==> src/rtl/bb_pkg.sv <==
package bb_pkg;
  typedef enum logic [1:0] {SZ_BYTE = 2'd0, SZ_HALF = 2'd1, SZ_WORD = 2'd2} bb_size_e;
  typedef enum logic [1:0] {ST_IDLE, ST_READ, ST_MODIFY_WRITE, ST_RESPOND} bb_state_e;

  localparam int OFF_W = 25;
  localparam int IDX_W = 5;

  // Target unit address: base ORed with offset / 32, then aligned to the size.
  function automatic logic [31:0] bb_target(input logic [31:0] tbase,
                                            input logic [OFF_W-1:0] off,
                                            input logic [1:0] size);
    logic [31:0] a;
    a = tbase | (32'(off) >> 5);
    case (size)
      SZ_BYTE: ;
      SZ_HALF: a[0] = 1'b0;
      default: a[1:0] = 2'b00;
    endcase
    return a;
  endfunction

  // Bit number inside the fetched unit.
  function automatic logic [IDX_W-1:0] bb_bit_idx(input logic [OFF_W-1:0] off,
                                                  input logic [1:0] size);
    case (size)
      SZ_BYTE: return {2'b00, off[4:2]};
      SZ_HALF: return {1'b0, off[5:2]};
      default: return off[6:2];
    endcase
  endfunction

  function automatic logic [31:0] bb_unit_mask(input logic [1:0] size);
    case (size)
      SZ_BYTE: return 32'h0000_00FF;
      SZ_HALF: return 32'h0000_FFFF;
      default: return 32'hFFFF_FFFF;
    endcase
  endfunction
endpackage

==> src/rtl/bb_xlate.sv <==
module bb_xlate
  import bb_pkg::*;
#(
  parameter logic [31:0] ALIAS_BASE  = 32'h2200_0000,
  parameter logic [31:0] TARGET_BASE = 32'h2000_0000
) (
  input  logic [31:0]      alias_addr,
  input  logic [1:0]       size,
  output logic [31:0]      tgt_addr,
  output logic [IDX_W-1:0] bit_idx
);
  logic [31:0]      rel;
  logic [OFF_W-1:0] off;

  assign rel      = alias_addr - ALIAS_BASE;
  assign off      = rel[OFF_W-1:0];
  assign tgt_addr = bb_target(TARGET_BASE, off, size);
  assign bit_idx  = bb_bit_idx(off, size);
endmodule

==> src/rtl/bb_ctrl.sv <==
module bb_ctrl
  import bb_pkg::*;
(
  input  logic             clk,
  input  logic             rst_n,
  input  logic             s_req,
  input  logic             s_we,
  input  logic             new_val,
  input  logic [1:0]       s_size,
  input  logic [31:0]      tgt_addr,
  input  logic [IDX_W-1:0] bit_idx,
  input  logic             m_ready,
  output bb_state_e        state,
  output logic             m_req,
  output logic             m_we,
  output logic [31:0]      m_addr,
  output logic [1:0]       m_size,
  output logic             s_ready,
  output logic             cap_rd,
  output logic             we_q,
  output logic             val_q,
  output logic [IDX_W-1:0] idx_q
);
  logic [31:0] addr_q;
  logic [1:0]  size_q;

  always_ff @(posedge clk) begin
    if (!rst_n) begin
      state  <= ST_IDLE;
      addr_q <= '0;
      size_q <= '0;
      idx_q  <= '0;
      we_q   <= 1'b0;
      val_q  <= 1'b0;
    end else begin
      case (state)
        ST_IDLE: if (s_req) begin
          addr_q <= tgt_addr;
          size_q <= s_size;
          idx_q  <= bit_idx;
          we_q   <= s_we;
          val_q  <= new_val;
          state  <= ST_READ;
        end
        ST_READ:         if (m_ready) state <= we_q ? ST_MODIFY_WRITE : ST_RESPOND;
        ST_MODIFY_WRITE: if (m_ready) state <= ST_RESPOND;
        default:         state <= ST_IDLE;
      endcase
    end
  end

  assign m_req   = (state == ST_READ) || (state == ST_MODIFY_WRITE);
  assign m_we    = (state == ST_MODIFY_WRITE);
  assign m_addr  = addr_q;
  assign m_size  = size_q;
  assign s_ready = (state == ST_RESPOND);
  assign cap_rd  = (state == ST_READ) && m_ready;

  // write-back request directly after the read's ready pulse
  p_rmw_back_to_back_r9: assert property (@(posedge clk) disable iff (!rst_n)
    (cap_rd && we_q) |=> (m_req && m_we));
  // address and size hold across the read-to-write switch
  p_addr_hold_r9: assert property (@(posedge clk) disable iff (!rst_n)
    $rose(m_we) |-> ($stable(m_addr) && $stable(m_size)));
  // completion is a single-cycle pulse
  p_ready_pulse_r10: assert property (@(posedge clk) disable iff (!rst_n)
    s_ready |=> !s_ready);
  // completion only after a memory ready
  p_ready_after_ack_r10: assert property (@(posedge clk) disable iff (!rst_n)
    s_ready |-> $past(m_ready));
endmodule

==> src/rtl/bb_rmw.sv <==
module bb_rmw
  import bb_pkg::*;
(
  input  logic             clk,
  input  logic             rst_n,
  input  logic             cap_rd,
  input  logic [31:0]      m_rdata,
  input  logic [1:0]       size,
  input  logic [IDX_W-1:0] idx,
  input  logic             val,
  output logic [31:0]      wr_data,
  output logic             rd_bit
);
  logic [31:0] unit_q;
  logic [31:0] sel;

  always_ff @(posedge clk) begin
    if (!rst_n)      unit_q <= '0;
    else if (cap_rd) unit_q <= m_rdata & bb_unit_mask(size);
  end

  assign sel     = 32'd1 << idx;
  assign wr_data = val ? (unit_q | sel) : (unit_q & ~sel);
  assign rd_bit  = |(unit_q & sel);
endmodule

==> src/rtl/bitband_bridge.sv <==
module bitband_bridge
  import bb_pkg::*;
#(
  parameter logic [31:0] ALIAS_BASE  = 32'h2200_0000,
  parameter logic [31:0] TARGET_BASE = 32'h2000_0000
) (
  input  logic        clk,
  input  logic        rst_n,
  input  logic        s_req,
  input  logic [31:0] s_addr,
  input  logic [1:0]  s_size,
  input  logic        s_we,
  input  logic [31:0] s_wdata,
  output logic        s_ready,
  output logic [31:0] s_rdata,
  output logic        m_req,
  output logic [31:0] m_addr,
  output logic [1:0]  m_size,
  output logic        m_we,
  output logic [31:0] m_wdata,
  input  logic        m_ready,
  input  logic [31:0] m_rdata
);
  logic [31:0]      tgt_addr;
  logic [IDX_W-1:0] bit_idx;
  logic [IDX_W-1:0] idx_q;
  bb_state_e        state;
  logic             cap_rd, we_q, val_q, rd_bit;

  bb_xlate #(.ALIAS_BASE(ALIAS_BASE), .TARGET_BASE(TARGET_BASE)) xlate_i (
    .alias_addr(s_addr), .size(s_size), .tgt_addr(tgt_addr), .bit_idx(bit_idx));

  bb_ctrl ctrl_i (
    .clk(clk), .rst_n(rst_n), .s_req(s_req), .s_we(s_we), .new_val(s_wdata[0]),
    .s_size(s_size), .tgt_addr(tgt_addr), .bit_idx(bit_idx), .m_ready(m_ready),
    .state(state), .m_req(m_req), .m_we(m_we), .m_addr(m_addr), .m_size(m_size),
    .s_ready(s_ready), .cap_rd(cap_rd), .we_q(we_q), .val_q(val_q), .idx_q(idx_q));

  bb_rmw rmw_i (
    .clk(clk), .rst_n(rst_n), .cap_rd(cap_rd), .m_rdata(m_rdata), .size(m_size),
    .idx(idx_q), .val(val_q), .wr_data(m_wdata), .rd_bit(rd_bit));

  assign s_rdata = {31'd0, s_ready & ~we_q & rd_bit};

  // read response is a single bit
  p_bool_read_r6: assert property (@(posedge clk) disable iff (!rst_n)
    s_ready |-> (s_rdata[31:1] == 31'd0));
  // write-back differs from the fetched unit in at most one bit
  p_one_bit_change_r7: assert property (@(posedge clk) disable iff (!rst_n)
    $rose(m_req && m_we) |-> ($countones(m_wdata ^ ($past(m_rdata) & bb_unit_mask(m_size))) <= 1));
  // writes answer with zero
  p_write_zero_r11: assert property (@(posedge clk) disable iff (!rst_n)
    (s_ready && state == ST_RESPOND && we_q) |-> (s_rdata == 32'd0));
endmodule

==> config.mk <==
export PLATFORM = sky130hd
export DESIGN_NAME = bitband_bridge
export DESIGN_NICKNAME = d
export VERILOG_FILES = /design/src/rtl/bb_pkg.sv /design/src/rtl/bb_xlate.sv /design/src/rtl/bb_ctrl.sv /design/src/rtl/bb_rmw.sv /design/src/rtl/bitband_bridge.sv
export SDC_FILE = /design/constraint.sdc
export NUM_CORES = 1
export LEC_CHECK = 0
export ABC_CLOCK_PERIOD_IN_PS = 2300
export BUFFER_PORTS_ARGS = -buffer_cell sky130_fd_sc_hd__clkbuf_2
export CORE_UTILIZATION = 48
export DETAILED_ROUTE_END_ITERATION = 16
export GPL_TIMING_DRIVEN = 0
export PLACE_DENSITY = 0.81
export SYNTH_ARGS = -nofsm -noshare
export SYNTH_HDL_FRONTEND = slang
export SYNTH_HIERARCHICAL = 1
export SYNTH_SLANG_ARGS = --single-unit
==> constraint.sdc <==
create_clock -name clk -period 2.3 [get_ports clk]
set_input_delay 0.345 -clock clk [delete_from_list [all_inputs] [get_ports clk]]
set_output_delay 0.345 -clock clk [all_outputs]
set_load 0.05 [all_outputs]
# Word level (Yosys, flattened, before mapping)
# Cells that the tools add are included.
[word_totals] ff_bits=64 output_inout_bits=101 wordCells=46
[classes] n_addsub=1 n_shift=1 bitwise_logic=8 n_eq_ne=8 reduce_logical=9 mux=12
[ops] op="32-bit bitwise AND" n=3
[ops] op="32-bit 2-to-1 mux" n=3
[ops] op="32-bit case mux with 2 select lines" n=1
[ops] op="32-bit inverter" n=1
[ops] op="32-bit bitwise OR" n=1
[ops] op="32-bit OR reduction" n=1
[ops] op="1-bit by 5-bit left shift with 32-bit output (first input constant)" n=1
[ops] op="25-bit by 1-bit subtractor with 25-bit output (second input constant)" n=1
[ops] op="5-bit case mux with 2 select lines" n=1
[ops] op="2-bit by 1-bit equality test with 1-bit output (second input constant)" n=3
[ops] op="2-bit zero test" n=3
[ops] op="2-bit 2-to-1 mux" n=3
[ops] op="2-bit case mux with 3 select lines" n=1
[ops] op="2-bit equality test (second input constant)" n=2
[ops] op="2-bit != test (second input constant)" n=2
[ops] op="1-bit 2-to-1 mux" n=3
[ops] op="3-bit AND reduction" n=1
[ops] op="1-bit bitwise AND" n=2
[ops] op="2-bit by 1-bit != test with 1-bit output (second input constant)" n=1
[ops] op="2-bit AND reduction" n=1
[ops] op="2-bit OR reduction" n=1
[ops] op="1-bit logical AND" n=1
[ops] op="1-bit logical OR" n=1
[ops] op="1-bit inverter" n=1

# Depth between registers and ports, before layout
[depth] word_depth=5 depth_mapped=8 ltp_nobuf=6

# Modules after synthesis
# Netlist, hierarchy kept.
[modules_own_cells] module="bb_rmw" seq_area_each_um2=640.6 cells_per_inst=274 instances=1 area_per_inst_um2=2223.4
[modules_own_cells] module="bb_ctrl" seq_area_each_um2=860.8 cells_per_inst=201 instances=1 area_per_inst_um2=1839.3
[modules_own_cells] module="bb_xlate" seq_area_each_um2=0.0 cells_per_inst=39 instances=1 area_per_inst_um2=287.8
[modules_own_cells] module="bitband_bridge" seq_area_each_um2=0.0 cells_per_inst=33 instances=1 area_per_inst_um2=245.2

# Least setup slack after synthesis
# OpenSTA, ideal clock, no wires.
[synth_timing] path_kind="reg-to-output" startpoint="reg ctrl_i.idx_q[2]" endpoint="out s_rdata[0]" setup_slack_ps=79 stages_incl_launch_ff=7 t_arrival_ps=1876 n_path_buf=0 cell_sequence="dfxtp_1 -> mux2_2 -> a32oi_1 -> and3_1 -> nor3_1 -> or4_1 -> and3b_1"
[synth_via] elab_chain_cells=4
[synth_lines] element="start: declaration" line="bb_ctrl.sv:22" rtl="output logic [IDX_W-1:0] idx_q"
[synth_lines] element="start signal: assignment" line="bb_ctrl.sv:40" rtl="idx_q <= bit_idx;"
[synth_lines] element="1-bit by 5-bit left shift with 32-bit output" line="bb_rmw.sv:22" rtl="assign sel = 32'd1 << idx;"
[synth_lines] element="32-bit bitwise AND" line="bb_rmw.sv:24" rtl="assign rd_bit = |(unit_q & sel);"
[synth_lines] element="32-bit OR reduction" line="bb_rmw.sv:24"
[synth_lines] element="named net rd_bit" line="bitband_bridge.sv:28" rtl="logic cap_rd, we_q, val_q, rd_bit;"
[synth_lines] element="1-bit bitwise AND" line="bitband_bridge.sv:43" rtl="assign s_rdata = {31'd0, s_ready & ~we_q & rd_bit};"
[synth_lines] element="end: declaration" line="bitband_bridge.sv:15" rtl="output logic [31:0] s_rdata,"
# The timed path passes the listed nets, and every way through them passes these cells.

# Worst setup path after layout
[layout_timing] startpoint="reg ctrl_i.idx_q[3]" endpoint="out s_rdata[0]"
# The elaborated chain is that of the path after synthesis.

==> impl_metrics.json <==
{
  "cts.path.max_buffers": 2,
  "synth_top_area_cell": "dfxtp_1",
  "die_area_mm2": 0.00997,
  "core_mm2": 0.00924,
  "slowest_stage": "or4_4",
  "yosysTopAreaCellShare_pct": 32.7,
  "post_cts_buffers": 0,
  "start_kind": "flip-flop",
  "setup_viol": 7,
  "status": "finished with violations",
  "yosysSeqAreaShare_pct": 32.7,
  "cts_made_buffers": 9,
  "diodes": 0,
  "worst_clock_skew_ns": 0.00980,
  "report.power.total_mw": 4.82,
  "rsz0062_at_grt": "true",
  "timing.hold.ws_ns": 0.227,
  "violations": "setup timing",
  "fmax_mhz": 372,
  "slew_headroom_pct": 64.9,
  "die_y_um": 99.9,
  "vias_per_cell": 4.82,
  "powerDensity_mw_per_mm2": 837,
  "synth_cell_types": 47,
  "hpwl_mm": 8.95,
  "gp_congestion": 0.910,
  "path_class": "reg2out",
  "grt_pass1_wl_mm": 18.4,
  "ys.flop_type": "dfxtp_1",
  "drv_slew": 0,
  "hold_path.class": "in2reg",
  "async_flop_share_pct": 0,
  "cp_max_fo": 10,
  "antenna_found_initial": 0,
  "drc": 0,
  "placedCellCount": 827,
  "syn_to_final_growth_pct": 25.2,
  "layout_common_cells": "nand2_1, clkbuf_2, dfxtp_1",
  "setup_ws_ns": -0.386,
  "htree_levels": 3,
  "ir_worst_vdd_mv": 0.773,
  "io_pins": 204,
  "grt_pass1_vias": 3769,
  "netlist_area_mm2": 0.00460,
  "period_minus_slack_ns": 2.69,
  "worstMarginPinSlew_ns": 0.527,
  "hold_viol_final": 0,
  "clk_latency_ns": 0.35,
  "totalWireLength_mm": 11.7,
  "crit_path_end_kind": "primary output",
  "postLayoutCoreUtil_pct": 62.2,
  "fin_nets": 816,
  "synth-edff-count": 0,
  "initial_core_util_pct": 49.7,
  "wl_per_cell_um": 13.8,
  "drt_first_iter_violations": 183,
  "final_common_cell": "nand2_1",
  "max-cap-violations": 0,
  "portBuffers": 111,
  "fin_crit_sh_pct": 117,
  "drtAntennaViolNets": 0,
  "cellLeakagePower_nw": 2.59,
  "row_count": 35,
  "cp.arrival_ns": 2.34,
  "grt_max_degree": 14,
  "synth.area.top_cells": "dfxtp_1, buf_4, nand2_1, a21boi_2, mux2_2",
  "cts_hold_buffers": 0,
  "crit_chain": "buf_4, inv_1, a311oi_1, nor3_1, or4_4, and3b_1, buf_8",
  "cp.required_ns": 1.96,
  "clk_pin_slew_ns": 0.08,
  "gr-total-overflow": 0,
  "pre_cts_slack_ns": -0.219,
  "vias": 4058,
  "final_cells": 842,
  "synth_seq_cells": 75,
  "first_pass_iters": 5,
  "root_buffer": "clkbuf_8",
  "yosysWarningCount": 6,
  "dieWidth_um": 99.9,
  "max_stage_delay_ns": 0.52,
  "synth_area_per_cell_um2": 8.40,
  "syn_inst": 547,
  "clkSinkCount": 75,
  "drive_gt1_share_pct": 40.1,
  "cts_tree": "built",
  "track_usage_pct": 23.5
}
[worst max-delay path: cells and delay by family (launching register included)]
| kind | cells | cell delay (ns) |
|---|---|---|
| flops | 1 | 0.42 |
| simple gates | 3 | 0.80 |
| buf+inv | 3 | 0.46 |
| compound gates | 1 | 0.31 |
[cell usage after synthesis, types with 9 or more instances]
cell,instances
a21oi_1,19
nand3_1,17
buf_4,67
buf_2,9
clkbuf_1,14
dfxtp_1,75
nor2_1,14
a21boi_1,10
mux2i_1,11
mux2_2,30
a21boi_2,30
nand2b_1,10
nand2_1,113
nor2b_1,47
a21boi_0,9
[layout make-up]
| class | instances | area (um^2) |
|---|---|---|
| clock buffer | 10 | 128 |
| fill | 830 | 3490 |
| clock inverter | 6 | 66.3 |
| inverter | 6 | 22.5 |
| timing repair buffer | 111 | 586 |
| multi-input combinational | 406 | 2570 |
| sequential | 75 | 1510 |
| tap | 129 | 161 |
| buffer | 99 | 702 |
[registers in the layout, summed over array words and instances, names as in the netlist]
name           count
ctrl_i/m_addr     32
ctrl_i/val_q       1
ctrl_i/idx_q       5
ctrl_i/m_size      2
ctrl_i/state       2
rmw_i/unit_q      32
ctrl_i/we_q        1
[repair_timing]
action	in CTS	in global routing
resized for setup	29	16
endpoints found under the setup margin	30	39
pin swaps	5	1
[logic make-up after synthesis]
| group | share of synthesized area, % |
|---|---|
| muxes | 10.7 |
| DFF | 32.7 |
| adders and majority gates | 1.36 |
| and+or+nand+nor | 24.0 |
| other | 0.245 |
| AOI/OAI and AO/OA | 15.5 |
| buffers and inverters | 15.5 |
[power breakdown]
part | internal (mW) | leakage, nW | switching [mW]
Combinational | 0.681 | 1.89 | 1.49
Sequential | 1.48 | 0.614 | 0.145
Clock | 0.502 | 0.0885 | 0.525
[routing by layer]
metal  global-route usage (%)  routed length, um
met1                     28.7               4940
met2                     40.8               5680
met3                     4.81                882
met4                     8.37                150
met5                        0                  0
[final timing paths]
check / start / endpoint / slack (ns) / cells after the start
max: ctrl_i/idx_q[3] / s_rdata[0] / -0.39 / 7
min: s_we / ctrl_i/we_q / 0.23 / 3
max reg2reg: ctrl_i/state[1] / rmw_i/unit_q[21] / 0.27 / 8
min reg2reg: ctrl_i/m_addr[13] / ctrl_i/m_addr[13] / 0.46 / 2
[metrics by stage]
stage | TNS [ns] | area (um^2)
floorplan | 0 | 4750
global placement | -0.217 | 5460
detailed placement | -0.219 | 5460
CTS | -1.11 | 5730
global route | -2.47 | 5750
finish | -0.606 | 5750
(Power assumes the default switching activity.)
